`src/rtl/dslv_pkg.sv`:
```
package dslv_pkg;

   // Read-word and command bit positions (decoded by software and DMA).
   localparam int VALID_BIT = 24;
   localparam int EMPTY_BIT = 25;
   localparam int EOL_BIT   = 26;
   localparam int CMD_FRAME = 31;
   localparam int CMD_LINE  = 30;
   localparam int WORD_W    = 32;
   localparam int RGB_W     = 24;

   typedef enum logic [1:0] {
      POP_NONE = 2'd0,
      POP_ONE  = 2'd1,
      POP_TWO  = 2'd2
   } pop_e;

endpackage

```
`src/rtl/dslv_fifo.sv`:
```
module dslv_fifo
   import dslv_pkg::*;
#(
   parameter int DATA_W = 24,
   parameter int DEPTH  = 4,
   localparam int PTR_W = $clog2(DEPTH),
   localparam int CW    = PTR_W + 1
) (
   input  logic              clk,
   input  logic              rst_n,
   input  logic              push,
   input  logic [DATA_W-1:0] din,
   input  pop_e              pop,
   output logic [DATA_W-1:0] head0,
   output logic [DATA_W-1:0] head1,
   output logic [CW-1:0]     count,
   output logic              full
);

   logic [DATA_W-1:0] mem [DEPTH];
   logic [PTR_W-1:0]  wr_ptr, rd_ptr;
   logic [1:0]        pop_amt;

   assign pop_amt = pop;
   assign head0   = mem[rd_ptr];
   assign head1   = mem[rd_ptr + PTR_W'(1)];
   assign full    = (count == CW'(DEPTH));

   always_ff @(posedge clk) begin
      if (push) mem[wr_ptr] <= din;
   end

   always_ff @(posedge clk) begin
      if (!rst_n) begin
         wr_ptr <= '0;
         rd_ptr <= '0;
         count  <= '0;
      end else begin
         if (push) wr_ptr <= wr_ptr + PTR_W'(1);
         rd_ptr <= rd_ptr + PTR_W'(pop_amt);
         count  <= count + CW'(push) - CW'(pop_amt);
      end
   end

endmodule

```
`src/rtl/dslv_seq.sv`:
```
module dslv_seq
   import dslv_pkg::*;
#(
   parameter int CNT_W = 12
) (
   input  logic             clk,
   input  logic             rst_n,
   input  logic             cmd_frame,
   input  logic             cmd_line,
   input  logic             oneshot,
   input  logic [CNT_W-1:0] width,
   input  logic [CNT_W-1:0] height,
   input  logic             push,
   input  pop_e             pop,
   output logic             frame_act,
   output logic             line_act,
   output logic             eol_flag,
   output logic             fetch_ok,
   output logic [CNT_W-1:0] remaining,
   output logic             req_frame,
   output logic             req_line
);

   logic [CNT_W-1:0] fetch_cnt, read_cnt, line_idx, line_nxt;
   logic [CNT_W:0]   read_sum;
   logic [1:0]       pop_amt;
   logic             frame_go, line_go, line_end;

   assign pop_amt   = pop;
   assign frame_go  = cmd_frame && !line_act;
   assign line_go   = cmd_line && !line_act && (frame_act || frame_go);
   assign read_sum  = {1'b0, read_cnt} + (CNT_W+1)'(pop_amt);
   assign line_end  = line_act && (pop_amt != 2'd0) && (read_sum == {1'b0, width});
   assign line_nxt  = line_idx + CNT_W'(1);
   assign fetch_ok  = line_act && (fetch_cnt < width);
   assign remaining = width - read_cnt;

   always_ff @(posedge clk) begin
      if (!rst_n) begin
         frame_act <= 1'b0;
         line_act  <= 1'b0;
         eol_flag  <= 1'b0;
         fetch_cnt <= '0;
         read_cnt  <= '0;
         line_idx  <= '0;
         req_frame <= 1'b0;
         req_line  <= 1'b0;
      end else begin
         req_frame <= frame_go;
         req_line  <= line_go;
         if (frame_go) begin
            frame_act <= 1'b1;
            line_idx  <= '0;
         end
         if (line_go) begin
            line_act  <= 1'b1;
            eol_flag  <= 1'b0;
            fetch_cnt <= '0;
            read_cnt  <= '0;
         end else begin
            if (push) fetch_cnt <= fetch_cnt + CNT_W'(1);
            if (pop_amt != 2'd0) read_cnt <= read_sum[CNT_W-1:0];
            if (line_end) begin
               line_act <= 1'b0;
               eol_flag <= 1'b1;
               if (line_nxt == height) begin
                  line_idx <= '0;
                  if (oneshot) frame_act <= 1'b0;
               end else begin
                  line_idx <= line_nxt;
               end
            end
         end
      end
   end

endmodule

```
`src/rtl/dslv_fmt.sv`:
```
module dslv_fmt
   import dslv_pkg::*;
#(
   parameter int CH_W  = 8,
   parameter int CW    = 3,
   parameter int CNT_W = 12,
   localparam int PIX_W = 3 * CH_W
) (
   input  logic              packed_mode,
   input  logic              rd_en,
   input  logic              eol_flag,
   input  logic [PIX_W-1:0]  head0,
   input  logic [PIX_W-1:0]  head1,
   input  logic [CW-1:0]     count,
   input  logic [CNT_W-1:0]  remaining,
   output logic [WORD_W-1:0] word,
   output pop_e              pop
);

   logic [15:0] c0, c1;

   // Per-channel reduction to 5-6-5: blue (ch 0), green (ch 1), red (ch 2).
   for (genvar ch = 0; ch < 3; ch++) begin : g_ch
      localparam int KEEP = (ch == 1) ? 6 : 5;
      localparam int OLSB = (ch == 0) ? 0 : ((ch == 1) ? 5 : 11);
      localparam int IMSB = ch * CH_W + CH_W - 1;
      assign c0[OLSB +: KEEP] = head0[IMSB -: KEEP];
      assign c1[OLSB +: KEEP] = head1[IMSB -: KEEP];
   end

   logic have_one, have_pair, last_one;

   assign have_one  = (count != '0);
   assign have_pair = (count >= CW'(2)) && (remaining >= CNT_W'(2));
   assign last_one  = have_one && (remaining == CNT_W'(1));

   always_comb begin
      word = '0;
      pop  = POP_NONE;
      if (packed_mode) begin
         if (have_pair) begin
            word = {c1, c0};
            if (rd_en) pop = POP_TWO;
         end else if (last_one) begin
            word = {16'h0000, c0};
            if (rd_en) pop = POP_ONE;
         end
      end else begin
         word[EOL_BIT]   = eol_flag;
         word[EMPTY_BIT] = !have_one;
         word[VALID_BIT] = have_one;
         if (have_one) begin
            word[RGB_W-1:0] = RGB_W'(head0);
            if (rd_en) pop = POP_ONE;
         end
      end
   end

endmodule

```
`src/rtl/dslv_readout.sv`:
```
module dslv_readout
   import dslv_pkg::*;
#(
   parameter int CH_W  = 8,
   parameter int DEPTH = 4,
   parameter int CNT_W = 12,
   localparam int PIX_W = 3 * CH_W,
   localparam int CW    = $clog2(DEPTH) + 1
) (
   input  logic              clk,
   input  logic              rst_n,
   input  logic              route_reg,
   input  logic              packed_mode,
   input  logic              oneshot,
   input  logic [CNT_W-1:0]  cfg_width,
   input  logic [CNT_W-1:0]  cfg_height,
   input  logic              in_valid,
   output logic              in_ready,
   input  logic [PIX_W-1:0]  in_data,
   output logic              disp_valid,
   input  logic              disp_ready,
   output logic [PIX_W-1:0]  disp_data,
   input  logic              rd_en,
   output logic [WORD_W-1:0] rd_data,
   input  logic              wr_en,
   input  logic [WORD_W-1:0] wr_data,
   output logic              req_frame,
   output logic              req_line
);

   if (CH_W < 6 || CH_W > 8) begin : g_bad_ch
      $error("CH_W must lie in 6..8");
   end
   if (DEPTH < 4 || (DEPTH & (DEPTH - 1)) != 0) begin : g_bad_depth
      $error("DEPTH must be a power of two, at least 4");
   end
   if (CNT_W < 2 || CNT_W > 16) begin : g_bad_cnt
      $error("CNT_W must lie in 2..16");
   end

   logic [PIX_W-1:0] head0, head1;
   logic [CW-1:0]    fifo_cnt;
   logic [CNT_W-1:0] remaining;
   logic             fifo_full, fetch_ok, push;
   logic             frame_act, line_act, eol_flag;
   pop_e             pop_sel;

   assign in_ready   = route_reg ? (fetch_ok && !fifo_full) : disp_ready;
   assign push       = route_reg && in_valid && fetch_ok && !fifo_full;
   assign disp_valid = !route_reg && in_valid;
   assign disp_data  = in_data;

   dslv_fifo #(.DATA_W(PIX_W), .DEPTH(DEPTH)) u_fifo (
      .clk   (clk),
      .rst_n (rst_n),
      .push  (push),
      .din   (in_data),
      .pop   (pop_sel),
      .head0 (head0),
      .head1 (head1),
      .count (fifo_cnt),
      .full  (fifo_full)
   );

   dslv_seq #(.CNT_W(CNT_W)) u_seq (
      .clk       (clk),
      .rst_n     (rst_n),
      .cmd_frame (wr_en && wr_data[CMD_FRAME]),
      .cmd_line  (wr_en && wr_data[CMD_LINE]),
      .oneshot   (oneshot),
      .width     (cfg_width),
      .height    (cfg_height),
      .push      (push),
      .pop       (pop_sel),
      .frame_act (frame_act),
      .line_act  (line_act),
      .eol_flag  (eol_flag),
      .fetch_ok  (fetch_ok),
      .remaining (remaining),
      .req_frame (req_frame),
      .req_line  (req_line)
   );

   dslv_fmt #(.CH_W(CH_W), .CW(CW), .CNT_W(CNT_W)) u_fmt (
      .packed_mode (packed_mode),
      .rd_en       (rd_en),
      .eol_flag    (eol_flag),
      .head0       (head0),
      .head1       (head1),
      .count       (fifo_cnt),
      .remaining   (remaining),
      .word        (rd_data),
      .pop         (pop_sel)
   );

endmodule

```
`config.mk`:
```
export PLATFORM = sky130hd
export DESIGN_NAME = dslv_readout
export DESIGN_NICKNAME = d
export VERILOG_FILES = /design/src/rtl/dslv_pkg.sv /design/src/rtl/dslv_fifo.sv /design/src/rtl/dslv_seq.sv /design/src/rtl/dslv_fmt.sv /design/src/rtl/dslv_readout.sv
export SDC_FILE = /design/constraint.sdc
export NUM_CORES = 1
export LEC_CHECK = 0
export BUFFER_PORTS_ARGS = -buffer_cell sky130_fd_sc_hd__buf_2
export CAP_MARGIN = 20
export CORE_ASPECT_RATIO = 0.5
export CORE_MARGIN = 2
export CORE_UTILIZATION = 57
export DETAILED_ROUTE_END_ITERATION = 10
export PLACE_DENSITY = 0.8
export SLEW_MARGIN = 0
export SYNTH_ARGS = -nofsm -noshare
export SYNTH_HDL_FRONTEND = slang
export SYNTH_SLANG_ARGS = --single-unit
```
`constraint.sdc`:
```
create_clock -name clk -period 6.5 [get_ports clk]
set_input_delay 0.325 -clock clk [delete_from_list [all_inputs] [get_ports clk]]
set_output_delay 0.325 -clock clk [all_outputs]
set_load 0.05 [all_outputs]
```
# Word-level counts from Yosys, hierarchy flattened
# Memory sizes are Yosys's and may differ from the RTL's. A register that Yosys moved wholly into a read port is not among the register bits.
# Index checks and enable logic that the tools add are counted.
totals:
  register_bits: 48
  memories: 1
  word_cells: 79
  ram_bits: 96
  out_inout_bits: 60
  input_bits: 89
op_classes:
  n_bitwise: 1
  eq_ne: 4
  order_cmp: 3
  add_sub_neg: 9
  muxes: 26
  n_reduce_logical: 24
memory_table:
  columns: ["name", "depth", "word_bits", "rd", "rd_clocked_by_memory_dff", "write_ports", "line", "source"]
  rows:
  - ["u_fifo.mem", 4, 24, 2, 1, 1, "dslv_fifo.sv:20", "logic [DATA_W-1:0] mem [DEPTH];"]
ops:
  columns: ["op", "count"]
  rows:
  - ["$mux 12", 4]
  - ["$mux 32", 1]
  - ["$mux 27", 1]
  - ["$add 12x1->12 const B", 2]
  - ["$mux 24", 1]
  - ["$mux 16", 1]
  - ["$logic_and 1x1->1", 15]
  - ["$add 12x2->13", 1]
  - ["$eq 13x12->1", 1]
  - ["$eq 12x1->1 const B", 1]
  - ["$eq 12x12->1", 1]
  - ["$ge 12x2->1 const B", 1]
  - ["$lt 12x12->1", 1]
  - ["$mux 2", 6]
  - ["$sub 12x12->12", 1]
  - ["$mux 1", 11]
  - ["$mux 5", 1]
  - ["$add 2x1->2 const B", 2]
  - ["$logic_not 1->1", 4]
  - ["$reduce_bool 2->1", 2]
  - ["$add 3x1->3", 1]
  - ["$eq 3x3->1 const B", 1]
  - ["$ge 3x2->1 const B", 1]
  - ["$reduce_bool 3->1", 1]
  - ["5 further kinds", 5]

# Longest topological paths before layout
logic_depth:
  depth_word: 11
  mapped_depth: 24
  mapped_depth_nobuf: 23

# Hierarchy
# A second synthesis with hierarchy kept.
unflattened:
  cells_unflattened: 796
  hier_area_um2: 9093.7
modules_own_cells:
  columns: ["module", "seq_area_each_um2", "cells_per_inst", "area_per_inst_um2", "instances"]
  rows:
  - ["dslv_fifo", 3022.9, 192, 4465.5, 1]
  - ["dslv_seq", 820.8, 430, 3405.8, 1]
  - ["dslv_fmt", 0.0, 144, 987.2, 1]
  - ["dslv_readout", 0.0, 30, 235.2, 1]

# Worst setup path after synthesis
# No wires, ideal clock.
synth_path:
  kind: "input port to flip-flop"
  from: "input cfg_width[0]"
  to: "register u_seq.line_idx[3]"
  required_time_ns: 6.380
  path_buffers: 1
  setup_slack_ns: 1.627
  stages: 24
  setup_time_ns: 0.120
  arrival_time_ns: 4.754
  cell_sequence: "inv_1 ha_1 inv_1 fa_1 a21o_1 a211o_1 o31ai_1 o2111ai_1 nand4bb_1 nor3_2 nand2b_1 a21oi_1 ha_1 fa_1 nand3_1 nor4_2 nand3_1 xnor2_1 nand4_1 nor4b_1 and3_1 buf_6 nor2_4 a211o_1"
synth_via:
  elab_chain_cells: 11
  elab_cells_between_ends: 15
  classes_between: "add/sub: 2; order compare: 1; eq/ne: 2; mux: 5; reduce/logical: 5"
synth_rtl:
  columns: ["element", "line", "source"]
  rows:
  - ["from (decl)", "dslv_readout.sv:15", "input logic [CNT_W-1:0] cfg_width,"]
  - ["parallel branches: the longest is 8 deep, another holds $add 12x2->13", null, null]
  - ["$logic_and 1x1->1 *", "dslv_seq.sv:33", "assign line_end = line_act && (pop_amt != 2'd0) && (read_sum == {1'b0, width});"]
  - ["$mux 12 *", "dslv_seq.sv:63", "if (line_end) begin"]
  - ["$mux 12 *", "dslv_seq.sv:55", "if (line_go) begin"]
  - ["to (signal assigned)", "dslv_seq.sv:70", "line_idx <= line_nxt;"]
  - ["to (decl)", "dslv_seq.sv:24", "logic [CNT_W-1:0] fetch_cnt, read_cnt, line_idx, line_nxt;"]
# Every way passes the cells marked *.
# A chain may end at the register's enable or synchronous reset.

# Worst setup path in the final report
layout_path:
  from: "register u_seq.read_cnt[8]"
  to: "register u_seq.line_idx[3]"
layout_via:
  elab_chain_cells: 11
  elab_cells_between_ends: 15
  classes_between: "add/sub: 2; order compare: 1; eq/ne: 2; mux: 5; reduce/logical: 5"
layout_rtl:
  columns: ["element", "line", "source"]
  rows:
  - ["from (decl)", "dslv_seq.sv:24", null]
  - ["from (signal assigned)", "dslv_seq.sv:62", "if (pop_amt != 2'd0) read_cnt <= read_sum[CNT_W-1:0];"]
  - ["parallel branches: the longest is 8 deep, another holds $add 12x2->13", null, null]
  - ["$logic_and 1x1->1 *", "dslv_seq.sv:33", null]
  - ["$mux 12 *", "dslv_seq.sv:63", null]
  - ["$mux 12 *", "dslv_seq.sv:55", null]
# Marks and branches as above.

==> impl_metrics.tcl <==
set metrics [dict create \
    outcome "finished clean" \
    period_needed_ps 6066 \
    clock_latency_ps 430 \
    critPathArrivalTime_ps 6390 \
    rows 31 \
    syn_area_per_cell_um2 11.17 \
    layout-drive-gt1-share_pct 25.64 \
    synthTopCellsByArea "edfxtp_1 (34%), dfxtp_1 (11%), mux4_2 (11%)" \
    synth_seq_cells 144 \
    track_usage_pct 24.62 \
    synthesis.area_um2 8488 \
    finalMaxSlewViolations 0 \
    hpwl_um 13600 \
    seq_area_frac_synth_pct 45.28 \
    drt_iter0_drc 397 \
    initial_core_util_pct 58.51 \
    setup_ws_ps 433.9 \
    cts.sinks 144 \
    path_clk_slew_ps 70 \
    gp_congestion 0.9021 \
    yosys.area.top_type "edfxtp_1" \
    finalHoldViolCount 0 \
    synthFlopType "edfxtp_1" \
    layoutNonFillerInstCount 1064 \
    die_w_um 176.6 \
    peakVddDrop_mv 0.2985 \
    syn_nets 886 \
    grt_first_pass_wirelength_um 30490 \
    use_met2_pct 40.43 \
    antenna_left 0 \
    power_density_nw_per_um2 296.9 \
    first_global_vias 6102 \
    required_ps 6820 \
    via_count 6438 \
    worst-setup-path-type "register to register" \
    wire_per_inst_um 18.38 \
    busiest_layer "met2" \
    area_delta_synth_final_pct 13.83 \
    hold_class "input port to register" \
    cts_buffers 17 \
    grt_max_degree 42 \
    core_um2 14510 \
    postCtsHoldBufs 0 \
    final_common_cell "buf_2" \
    final_nets 979 \
    skew_ps 14.18 \
    gr-total-overflow 0 \
    syn_inst 760 \
    antennaDiodeCount 0 \
    die-area_um2 15940 \
    drv_cap 0 \
    worstSetupEndpointType "register" \
    final_cell_mix "buf_2 (118), edfxtp_1 (96), inv_1 (50)" \
    port_buffers 118 \
    finalSetupViolations 0 \
    finalSetupTns_ps 0 \
    drc 0 \
    timing.slew.headroom_pct 53.21 \
    crit_path_start_kind "register" \
    yosysWarnings 0 \
    die_h_um 90.29 \
    via_per_inst 6.051 \
    use_met3_pct 4.714 \
    pre_cts_slack_ps 409.8 \
    cp_max_fo 10 \
    synthArstFlopShare_pct 0 \
    h-tree-depth 4 \
    synth_edf_count 96 \
    yosysUniqueCellTypes 70 \
    fmax_mhz 164.9 \
    cts_root_buf "clkbuf_16" \
    drt_pass1_iterations 4 \
    tightestPinTransition_ps 701.8 \
    cts_tree "built" \
    timing.final.crit_share_pct 93.32 \
    routed_wl_um 19560 \
    dp.cells 1031 \
    use_met1_pct 32.84 \
    antenna_found_initial 0 \
    rsz0062_at_grt "false" \
    synth_top_cell_area_share_pct 33.96 \
    pin_count 149 \
    power_leakage_nw 3.676 \
    clockBufferDepth 2 \
]
-- kinds of logic after synthesis --
group | synth area share [%]
mux | 11.63
buf+inv | 6.029
simple gates | 14.96
fa+ha+maj | 5.719
compound gates | 10.91
flops | 45.28
xor+xnor | 5.469
-- repair_timing --
item	CTS	global route
setup buffers	0	1
resized for setup	0	1
endpoints found under the setup margin	0	5
hold endpoints to repair	0	0
-- worst max-delay path: stages, from the launching register on --
cell and delay, ps:
dfxtp_1 410, inv_1 110, ha_1 400, a21oi_1 410, o21ai_0 220, nand2_1 130
o2111ai_1 120, nand4bb_1 230, nor3_2 440, nand2b_1 100, a21oi_1 380, ha_1 280
fa_1 250, nand3_1 230, nor4_2 510, nand3_1 200, xnor2_1 250, nand4_1 120
nor4b_1 370, and3_2 400, nor2_4 100, a211o_1 290
-- final cells by class --
| cell class | instances | area [µm²] |
|---|---|---|
| Sequential cell | 144 | 3846 |
| Tap cell | 198 | 247.7 |
| Multi-Input combinational cell | 511 | 4141 |
| Fill cell | 1123 | 4845 |
| Timing Repair Buffer | 129 | 673.1 |
| Clock inverter | 15 | 140.1 |
| Clock buffer | 17 | 425.4 |
| Inverter | 50 | 187.7 |
-- metal layers --
metal  part of all wire (%)  vias to the layer above
li1                       -                     3007
met5                      0                        -
met1                     43                     3141
met3                    7.0                       28
met2                     48                      262
met4                    1.5                        0
-- metrics by stage --
step           power [mW]  hold WS, ps  instance area (µm²)  utilization [%]
2_1_floorplan       1.740        423.9                 8488                -
3_3_place_gp        1.937        466.4                 9087            62.64
3_5_place_dp        1.952        465.9                 9087            62.64
4_1_cts             2.885        102.0                 9653            66.54
5_1_grt             2.982        109.5                 9662            66.60
6_report            2.868        121.7                 9662            66.60
-- worst paths after layout --
kind                                                      from                      endpoint  slack (ps)  cells after the start
worst max-delay path            u_seq.read_cnt[8]$_SDFFE_PP0N_  u_seq.line_idx[3]$_SDFF_PN0_         430                     21
worst min-delay path                               in_data[18]   u_fifo.mem[0][18]$_DFFE_PP_         120                      1
worst min register to register      u_seq.frame_act$_SDFF_PN0_    u_seq.frame_act$_SDFF_PN0_         480                      2
worst max register to register  u_seq.read_cnt[8]$_SDFFE_PP0N_  u_seq.line_idx[3]$_SDFF_PN0_         430                     21
-- registers in the layout (all words and copies together), names as in the netlist --
name	flops
u_seq.line_idx	12
u_fifo.rd_ptr	2
u_seq.fetch_cnt	12
u_seq.frame_act	1
u_seq.line_act	1
u_seq.read_cnt	12
u_seq.req_frame	1
u_seq.req_line	1
u_seq.eol_flag	1
u_fifo.count	3
u_fifo.mem	96
u_fifo.wr_ptr	2
-- report_power, final --
part           total [mW]  leakage, nW  internal, mW  switching, mW
clock               0.932        0.274         0.506          0.426
sequential           1.01         1.25         0.995         0.0135
combinational       0.928         2.15         0.291          0.637
total                2.87         3.68          1.79           1.08
-- synthesized netlist by cell type (2+ instances only) --
cell,count
o41ai_1,2
mux4_2,40
o211ai_1,10
buf_4,24
ha_1,34
inv_1,50
o21a_1,3
nor3_1,16
a31oi_1,2
a21o_1,12
and2_1,10
or4_1,5
a21oi_1,32
nor2b_1,17
nor2_1,50
nand2b_1,9
fa_1,3
o22ai_1,6
a22o_1,16
o311ai_0,2
dfxtp_1,48
xor2_1,14
o2bb2ai_1,2
buf_6,3
nand3_1,23
a211o_1,3
buf_2,4
and3_1,6
nand2_1,40
buf_1,6
o21ai_1,2
or3_1,10
nand3b_1,4
nand4b_1,4
o31ai_1,2
edfxtp_1,96
nand4_1,18
mux2i_1,6
nor4_1,7
xnor2_1,39
and4_1,3
or2_2,3
clkbuf_1,18
a211oi_1,2
o21ai_0,29
Note: power is estimated with default switching activity, not from simulation.
